--- src/rtl/wdsup_pkg.sv ---
package wdsup_pkg;
   typedef enum logic [1:0] {
      MODE_STD  = 2'b00,
      MODE_FAST = 2'b01,
      MODE_EXT  = 2'b10,
      MODE_ALT  = 2'b11
   } wd_mode_e;
endpackage

--- src/rtl/wdsup_sync_edge.sv ---
module wdsup_sync_edge #(
   parameter int unsigned STAGES    = 2,
   parameter bit          RISE_ONLY = 1'b0
) (
   input  logic clk_i,
   input  logic rst_ni,
   input  logic d_i,
   output logic edge_o
);
   logic [STAGES-1:0] chain_q;
   logic              last_q;

   if (STAGES < 2) begin : g_bad_stages
      $error("wdsup_sync_edge: STAGES must be at least 2");
   end

   always_ff @(posedge clk_i or negedge rst_ni) begin
      if (!rst_ni) begin
         chain_q <= '0;
         last_q  <= 1'b0;
      end else begin
         chain_q <= {chain_q[STAGES-2:0], d_i};
         last_q  <= chain_q[STAGES-1];
      end
   end

   if (RISE_ONLY) begin : g_rise
      assign edge_o = chain_q[STAGES-1] & ~last_q;

      // a rising-edge step lasts a single cycle
      assert_step_single_R5: assert property (@(posedge clk_i) disable iff (!rst_ni)
         edge_o |=> !edge_o);
   end else begin : g_any
      assign edge_o = chain_q[STAGES-1] ^ last_q;
   end
endmodule

--- src/rtl/wdsup_period_sel.sv ---
module wdsup_period_sel
   import wdsup_pkg::*;
#(
   parameter int unsigned CW          = 13,
   parameter int unsigned STD_WD      = 1600,
   parameter int unsigned FAST_WD     = 100,
   parameter int unsigned TICK_RST    = 200,
   parameter int unsigned EXT_FIRST   = 4096,
   parameter int unsigned EXT_WD      = 1024,
   parameter int unsigned EXT_RST     = 2048
) (
   input  logic [1:0]    mode_i,
   input  logic          first_i,
   output logic [CW-1:0] wd_limit_o,
   output logic [CW-1:0] rst_limit_o,
   output logic          use_ext_o
);
   always_comb begin
      unique case (wd_mode_e'(mode_i))
         MODE_FAST: begin
            wd_limit_o  = first_i ? CW'(STD_WD) : CW'(FAST_WD);
            rst_limit_o = CW'(TICK_RST);
            use_ext_o   = 1'b0;
         end
         MODE_EXT: begin
            wd_limit_o  = first_i ? CW'(EXT_FIRST) : CW'(EXT_WD);
            rst_limit_o = CW'(EXT_RST);
            use_ext_o   = 1'b1;
         end
         default: begin
            wd_limit_o  = CW'(STD_WD);
            rst_limit_o = CW'(TICK_RST);
            use_ext_o   = 1'b0;
         end
      endcase
   end
endmodule

--- src/rtl/wdsup_core.sv ---
module wdsup_core #(
   parameter int unsigned CW = 13
) (
   input  logic          clk_i,
   input  logic          rst_ni,
   input  logic          pwr_good_i,
   input  logic          step_i,
   input  logic          kick_i,
   input  logic [CW-1:0] wd_limit_i,
   input  logic [CW-1:0] rst_limit_i,
   output logic          rst_active_o,
   output logic          wdo_o,
   output logic          first_o
);
   logic          rst_q;
   logic          wdo_q;
   logic          first_q;
   logic [CW-1:0] rcnt_q;
   logic [CW-1:0] wcnt_q;

   always_ff @(posedge clk_i or negedge rst_ni) begin
      if (!rst_ni) begin
         rst_q   <= 1'b1;
         wdo_q   <= 1'b1;
         first_q <= 1'b1;
         rcnt_q  <= '0;
         wcnt_q  <= '0;
      end else begin
         if (kick_i) wdo_q <= 1'b1;
         if (!pwr_good_i) begin
            rst_q   <= 1'b1;
            first_q <= 1'b1;
            rcnt_q  <= '0;
            wcnt_q  <= '0;
         end else if (rst_q) begin
            wcnt_q <= '0;
            if (step_i) begin
               if (rcnt_q >= rst_limit_i - 1'b1) begin
                  rst_q  <= 1'b0;
                  rcnt_q <= '0;
               end else begin
                  rcnt_q <= rcnt_q + 1'b1;
               end
            end
         end else if (kick_i) begin
            wcnt_q  <= '0;
            first_q <= 1'b0;
         end else if (step_i) begin
            if (wcnt_q >= wd_limit_i - 1'b1) begin
               rst_q   <= 1'b1;
               wdo_q   <= 1'b0;
               first_q <= 1'b1;
               wcnt_q  <= '0;
            end else begin
               wcnt_q <= wcnt_q + 1'b1;
            end
         end
      end
   end

   assign rst_active_o = rst_q;
   assign wdo_o        = wdo_q;
   assign first_o      = first_q;

   assert_pg_forces_reset_R2: assert property (@(posedge clk_i) disable iff (!rst_ni)
      !pwr_good_i |=> rst_q);

   assert_count_held_R10: assert property (@(posedge clk_i) disable iff (!rst_ni)
      rst_q |-> (wcnt_q == '0));

   assert_wdo_falls_in_reset_R6: assert property (@(posedge clk_i) disable iff (!rst_ni)
      $fell(wdo_q) |-> rst_q);

   assert_wdo_rises_on_kick_R7: assert property (@(posedge clk_i) disable iff (!rst_ni)
      $rose(wdo_q) |-> $past(kick_i));
endmodule

--- src/rtl/wdsup_top.sv ---
module wdsup_top #(
   parameter int unsigned SYNC_STAGES = 2,
   parameter int unsigned STD_WD      = 1600,
   parameter int unsigned FAST_WD     = 100,
   parameter int unsigned TICK_RST    = 200,
   parameter int unsigned EXT_FIRST   = 4096,
   parameter int unsigned EXT_WD      = 1024,
   parameter int unsigned EXT_RST     = 2048
) (
   input  logic       clk_i,
   input  logic       rst_ni,
   input  logic       pwr_good_i,
   input  logic [1:0] mode_i,
   input  logic       ms_tick_i,
   input  logic       ext_clk_i,
   input  logic       wdi_i,
   output logic       rst_o,
   output logic       rst_no,
   output logic       wdo_o
);
   localparam int unsigned MAX_A  = (STD_WD > TICK_RST) ? STD_WD : TICK_RST;
   localparam int unsigned MAX_B  = (EXT_FIRST > EXT_RST) ? EXT_FIRST : EXT_RST;
   localparam int unsigned MAX_V  = (MAX_A > MAX_B) ? MAX_A : MAX_B;
   localparam int unsigned CW     = $clog2(MAX_V + 1);

   if (FAST_WD == 0 || FAST_WD > STD_WD) begin : g_bad_fast
      $error("wdsup_top: FAST_WD must be nonzero and not above STD_WD");
   end
   if (EXT_WD == 0 || EXT_WD > EXT_FIRST) begin : g_bad_ext
      $error("wdsup_top: EXT_WD must be nonzero and not above EXT_FIRST");
   end
   if (TICK_RST == 0 || EXT_RST == 0) begin : g_bad_rst
      $error("wdsup_top: reset periods must be nonzero");
   end

   logic          kick;
   logic          ext_step;
   logic          step;
   logic          use_ext;
   logic          first;
   logic          rst_active;
   logic [CW-1:0] wd_limit;
   logic [CW-1:0] rst_limit;

   wdsup_sync_edge #(.STAGES(SYNC_STAGES), .RISE_ONLY(1'b0)) u_kick_sync (
      .clk_i  (clk_i),
      .rst_ni (rst_ni),
      .d_i    (wdi_i),
      .edge_o (kick)
   );

   wdsup_sync_edge #(.STAGES(SYNC_STAGES), .RISE_ONLY(1'b1)) u_ext_sync (
      .clk_i  (clk_i),
      .rst_ni (rst_ni),
      .d_i    (ext_clk_i),
      .edge_o (ext_step)
   );

   wdsup_period_sel #(
      .CW(CW), .STD_WD(STD_WD), .FAST_WD(FAST_WD), .TICK_RST(TICK_RST),
      .EXT_FIRST(EXT_FIRST), .EXT_WD(EXT_WD), .EXT_RST(EXT_RST)
   ) u_sel (
      .mode_i      (mode_i),
      .first_i     (first),
      .wd_limit_o  (wd_limit),
      .rst_limit_o (rst_limit),
      .use_ext_o   (use_ext)
   );

   assign step = use_ext ? ext_step : ms_tick_i;

   wdsup_core #(.CW(CW)) u_core (
      .clk_i        (clk_i),
      .rst_ni       (rst_ni),
      .pwr_good_i   (pwr_good_i),
      .step_i       (step),
      .kick_i       (kick),
      .wd_limit_i   (wd_limit),
      .rst_limit_i  (rst_limit),
      .rst_active_o (rst_active),
      .wdo_o        (wdo_o),
      .first_o      (first)
   );

   assign rst_o  = rst_active;
   assign rst_no = ~rst_active;
endmodule

--- config.mk ---
export PLATFORM = sky130hd
export DESIGN_NAME = wdsup_top
export DESIGN_NICKNAME = d
export VERILOG_FILES = /design/src/rtl/wdsup_pkg.sv /design/src/rtl/wdsup_sync_edge.sv /design/src/rtl/wdsup_period_sel.sv /design/src/rtl/wdsup_core.sv /design/src/rtl/wdsup_top.sv
export SDC_FILE = /design/constraint.sdc
export NUM_CORES = 1
export LEC_CHECK = 0
export BUFFER_PORTS_ARGS = -buffer_cell sky130_fd_sc_hd__buf_2
export CORE_AREA = 2 2 85 87
export CTS_BUF_LIST = sky130_fd_sc_hd__clkbuf_4
export CTS_CLUSTER_DIAMETER = 100
export CTS_CLUSTER_SIZE = 25
export DETAILED_ROUTE_END_ITERATION = 7
export DIE_AREA = 0 0 87 89
export SYNTH_ARGS = -nofsm -noshare
export SYNTH_HDL_FRONTEND = slang
export SYNTH_SLANG_ARGS = --single-unit
--- constraint.sdc ---
create_clock -name clk_i -period 6.9 [get_ports clk_i]
set_input_delay 1.38 -clock clk_i [delete_from_list [all_inputs] [get_ports clk_i]]
set_output_delay 1.38 -clock clk_i [all_outputs]
set_load 0.005 [all_outputs]
==> impl_results.md <==
- NetSw: 97.1 uW
- Asr flop ratio synth: 100%
- Worst Path Required: 7.15 ns
- Seq pwr share: 58.4%
- Setup repair after global routing missed its margin: false
- Share of layout cells above drive strength 1: 14.6%
- Synth Instances: 238
- Detail Placement HPWL: 3.61 mm
- Post-synth EDFFs: 0
- Combinational power share: 10.2%
- CP Cell Sequence: buf_2, inv_1, ha_1, nor3b_1, nand2b_1, ha_1, a21oi_1, a21oi_1, a2111oi_4, nand3_2, o311ai_2
- Power Density: 142 nW/um^2
- Die width: 87 um
- Status: complete, no violations
- Mapped Area: 2340 um^2
- Max-slew violations: 0
- Clk_skew: 0.0137 ns
- Power Internal: 263 uW
- Worst r2r src: u_core.first_o
- Slowest cell on crit path: a2111oi_4
- Most area-hungry cell type in the Yosys netlist: dfrtp_1
- Worst-Skew Late Latency: 0.35 ns
- Placed cell count: 325
- Fin nets: 281
- Final period utilization: 58.2%
- Drt drc: 0
- Std cell rows: 30
- Slowest stage delay, CP: 0.58 ns
- Leakage dissipation: 1.07 nW
- Most frequent cells after synthesis: dfrtp_1, ha_1, nand2_1
- Syn. warnings: 0
- CP startpoint kind: input pin
- Commonest register cell after synthesis: dfrtp_1
- Final setup TNS: 0 ns
- Vias in the first global route: 1759
- Dpl ws: 2.56 ns
- Sequential cell area fraction in the yosys report: 37.6%
- Initial core utilization: 34.9%
- Final Instance Area: 2530 um^2
- Busiest grt layer: met1
- Post-synthesis cell type count: 53
- Vias per cell: 5.65
- Highest clock rate: 249 MHz
- Fin cells: 333
- GRT met3 Usage: 2.59%
- Drt initial violations: 111
- Port bufs: 10
- Final worst slack: 2.88 ns
- Grt ovf: 0
- CP max FO: 8
- Post-DR wirelength/cell: 14.8 um
- Final setup fails: 0
- Total clock sinks: 35
- Die H: 89 um
- Data arrival, critical path: 4.26 ns
- Clock slew at the register clock pins of the worst setup and hold paths: 0.10 ns
- Final antenna-violating net count: 0
- #FFs+latches synth: 35
- Area fraction of the dominant cell type after synthesis: 34.2%
- Final Hold Viols: 0
- CTS buffer count: 5
- Synth top area cells: dfrtp_1, ha_1, dfstp_2
- CTS Root Buffer Type: clkbuf_4
- Number of vias in the routed layout: 1881
- Worst hold path class: reg -> reg
- Clock power share: 31.4%
- Worst hold slack: 0.358 ns
- Top-count cell post-synth: dfrtp_1
- Die ar.: 7740 um^2
- ANT cells: 0
- Largest net degree at the start of global routing: 36
- Total track usage: 13.9%
- Mean Syn Cell Area: 9.84 um^2
- Max Cap Violations: 0
- Post-CTS Setup Bufs: 0
- Min-delay src: u_ext_sync.chain_q[0]
- Antenna violations before repair: 0
- Pre-antenna DRT Iters: 4
- Area Growth Syn to Fin: 8.23%
- H-tree levels: 2
- Total power: 360 uW
- Worst Path Buf+Inv: 2
- Syn_nets: 267
- Core area: 6720 um^2
- Top Family by Delay on Critical Path: compound AO/OA/AOI/OAI gates
- Switching part of the total: 26.9%
- Met1 Use GR: 20.4%
- Clk buf depth: 2
- Max-Slew Margin vs Limit: 47.1%
- CP Launch Point: mode_i[0]
- Peak supply drop: 129 uV
- Post-Place Cell Area: 2480 um^2
- Finished Core Util: 37.7%
- Kind of critical path: in -> reg
- Worst-margin pin slew: 0.793 ns
- First-pass GRT wire length: 8.46 mm
- Post-CTS Hold Fix Bufs: 0
- Top-Level Pins: 11
- Routability congestion estimate: 0.809
- Critical path capture point type: register
- Total wire length: 4.92 mm
- Min Clock Period, post-route: 4.02 ns
- Post-CTS Resized: 0
- Met2 usage in global routing: 20.2%
- CTS tree: yes
-- layout make-up --
type / instances / area (um^2)
clock inverter: 2 / 12.5
tap: 80 / 100
timing repair buffer: 10 / 50.0
fill: 658 / 4180
multi-input combinational: 191 / 1410
inverter: 9 / 33.8
clock buffer: 6 / 45.0
sequential: 35 / 880
-- kinds of logic (layout without fill, tap and decap cells) --
kind of cell             after synthesis  in the layout  share of synthesized area [%]
flip-flops                            35             35                           37.6
AND/OR/NAND/NOR                       94             94                           21.6
XOR/XNOR                              16             16                           5.98
AO/OA/AOI/OAI                         60             60                           21.6
buffers and inverters                 12             27                           2.08
adder cells (fa/ha/maj)               21             21                           11.2
-- power groups by stage --
stage | logic (mW) | registers, mW | clock network (mW)
2_1_floorplan | 0.0243 | 0.214 | 0
3_3_place_gp | 0.0363 | 0.214 | 0
3_5_place_dp | 0.0370 | 0.214 | 0
4_1_cts | 0.0370 | 0.211 | 0.118
5_1_grt | 0.0416 | 0.211 | 0.126
6_report | 0.0367 | 0.210 | 0.113
-- cell usage in the layout (no fill, tap or decap), drive strengths merged, types with 3 or more instances in the layout --
master,synthesis,routed
ha,21,21
xnor2,8,8
a211oi,5,5
clkbuf,2,6
o2111ai,4,4
nand2,22,22
o211ai,4,4
nor3,12,12
a2111oi,5,5
buf,1,10
nor2,14,14
inv,9,9
nand4,7,7
xor2,8,8
dfrtp,32,32
nand3,17,17
nand2b,4,4
and3,6,6
dfstp,3,3
a21oi,14,14
o21ai,11,11
-- layer usage --
layer | up-vias | routed length [um]
met5 | - | 0
met4 | 0 | 82
met3 | 7 | 188
met2 | 40 | 2060
met1 | 894 | 2590
li1 | 940 | -
-- state kept, by name, indices dropped and copies added, names as in the netlist --
register,count
u_kick_sync.last_q,1
u_core.first_o,1
u_kick_sync.chain_q,2
u_ext_sync.chain_q,2
u_core.wdo_o,1
u_ext_sync.last_q,1
u_core.rcnt_q,13
u_core.rst_active_o,1
u_core.wcnt_q,13
-- worst paths after layout --
check	end	slack, ns	cells past startpoint
max	u_core.wcnt_q[10]	2.88	11
min in group asynchronous	u_core.rcnt_q[12]	1.11	1
max reg2reg	u_core.wcnt_q[10]	4.04	8
min	u_ext_sync.chain_q[1]	0.36	0
min reg2reg	u_ext_sync.chain_q[1]	0.36	0
max in group asynchronous	u_core.wcnt_q[10]	5.28	1
-- worst register-to-register path: stages, from the launching register on --
cell,delay (ns)
dfstp_2,0.42
nor3b_1,0.50
nand2b_1,0.22
ha_1,0.26
a21oi_1,0.15
a21oi_1,0.12
a2111oi_4,0.58
nand3_2,0.23
o311ai_2,0.29
Power figures use the tool's default switching activity.
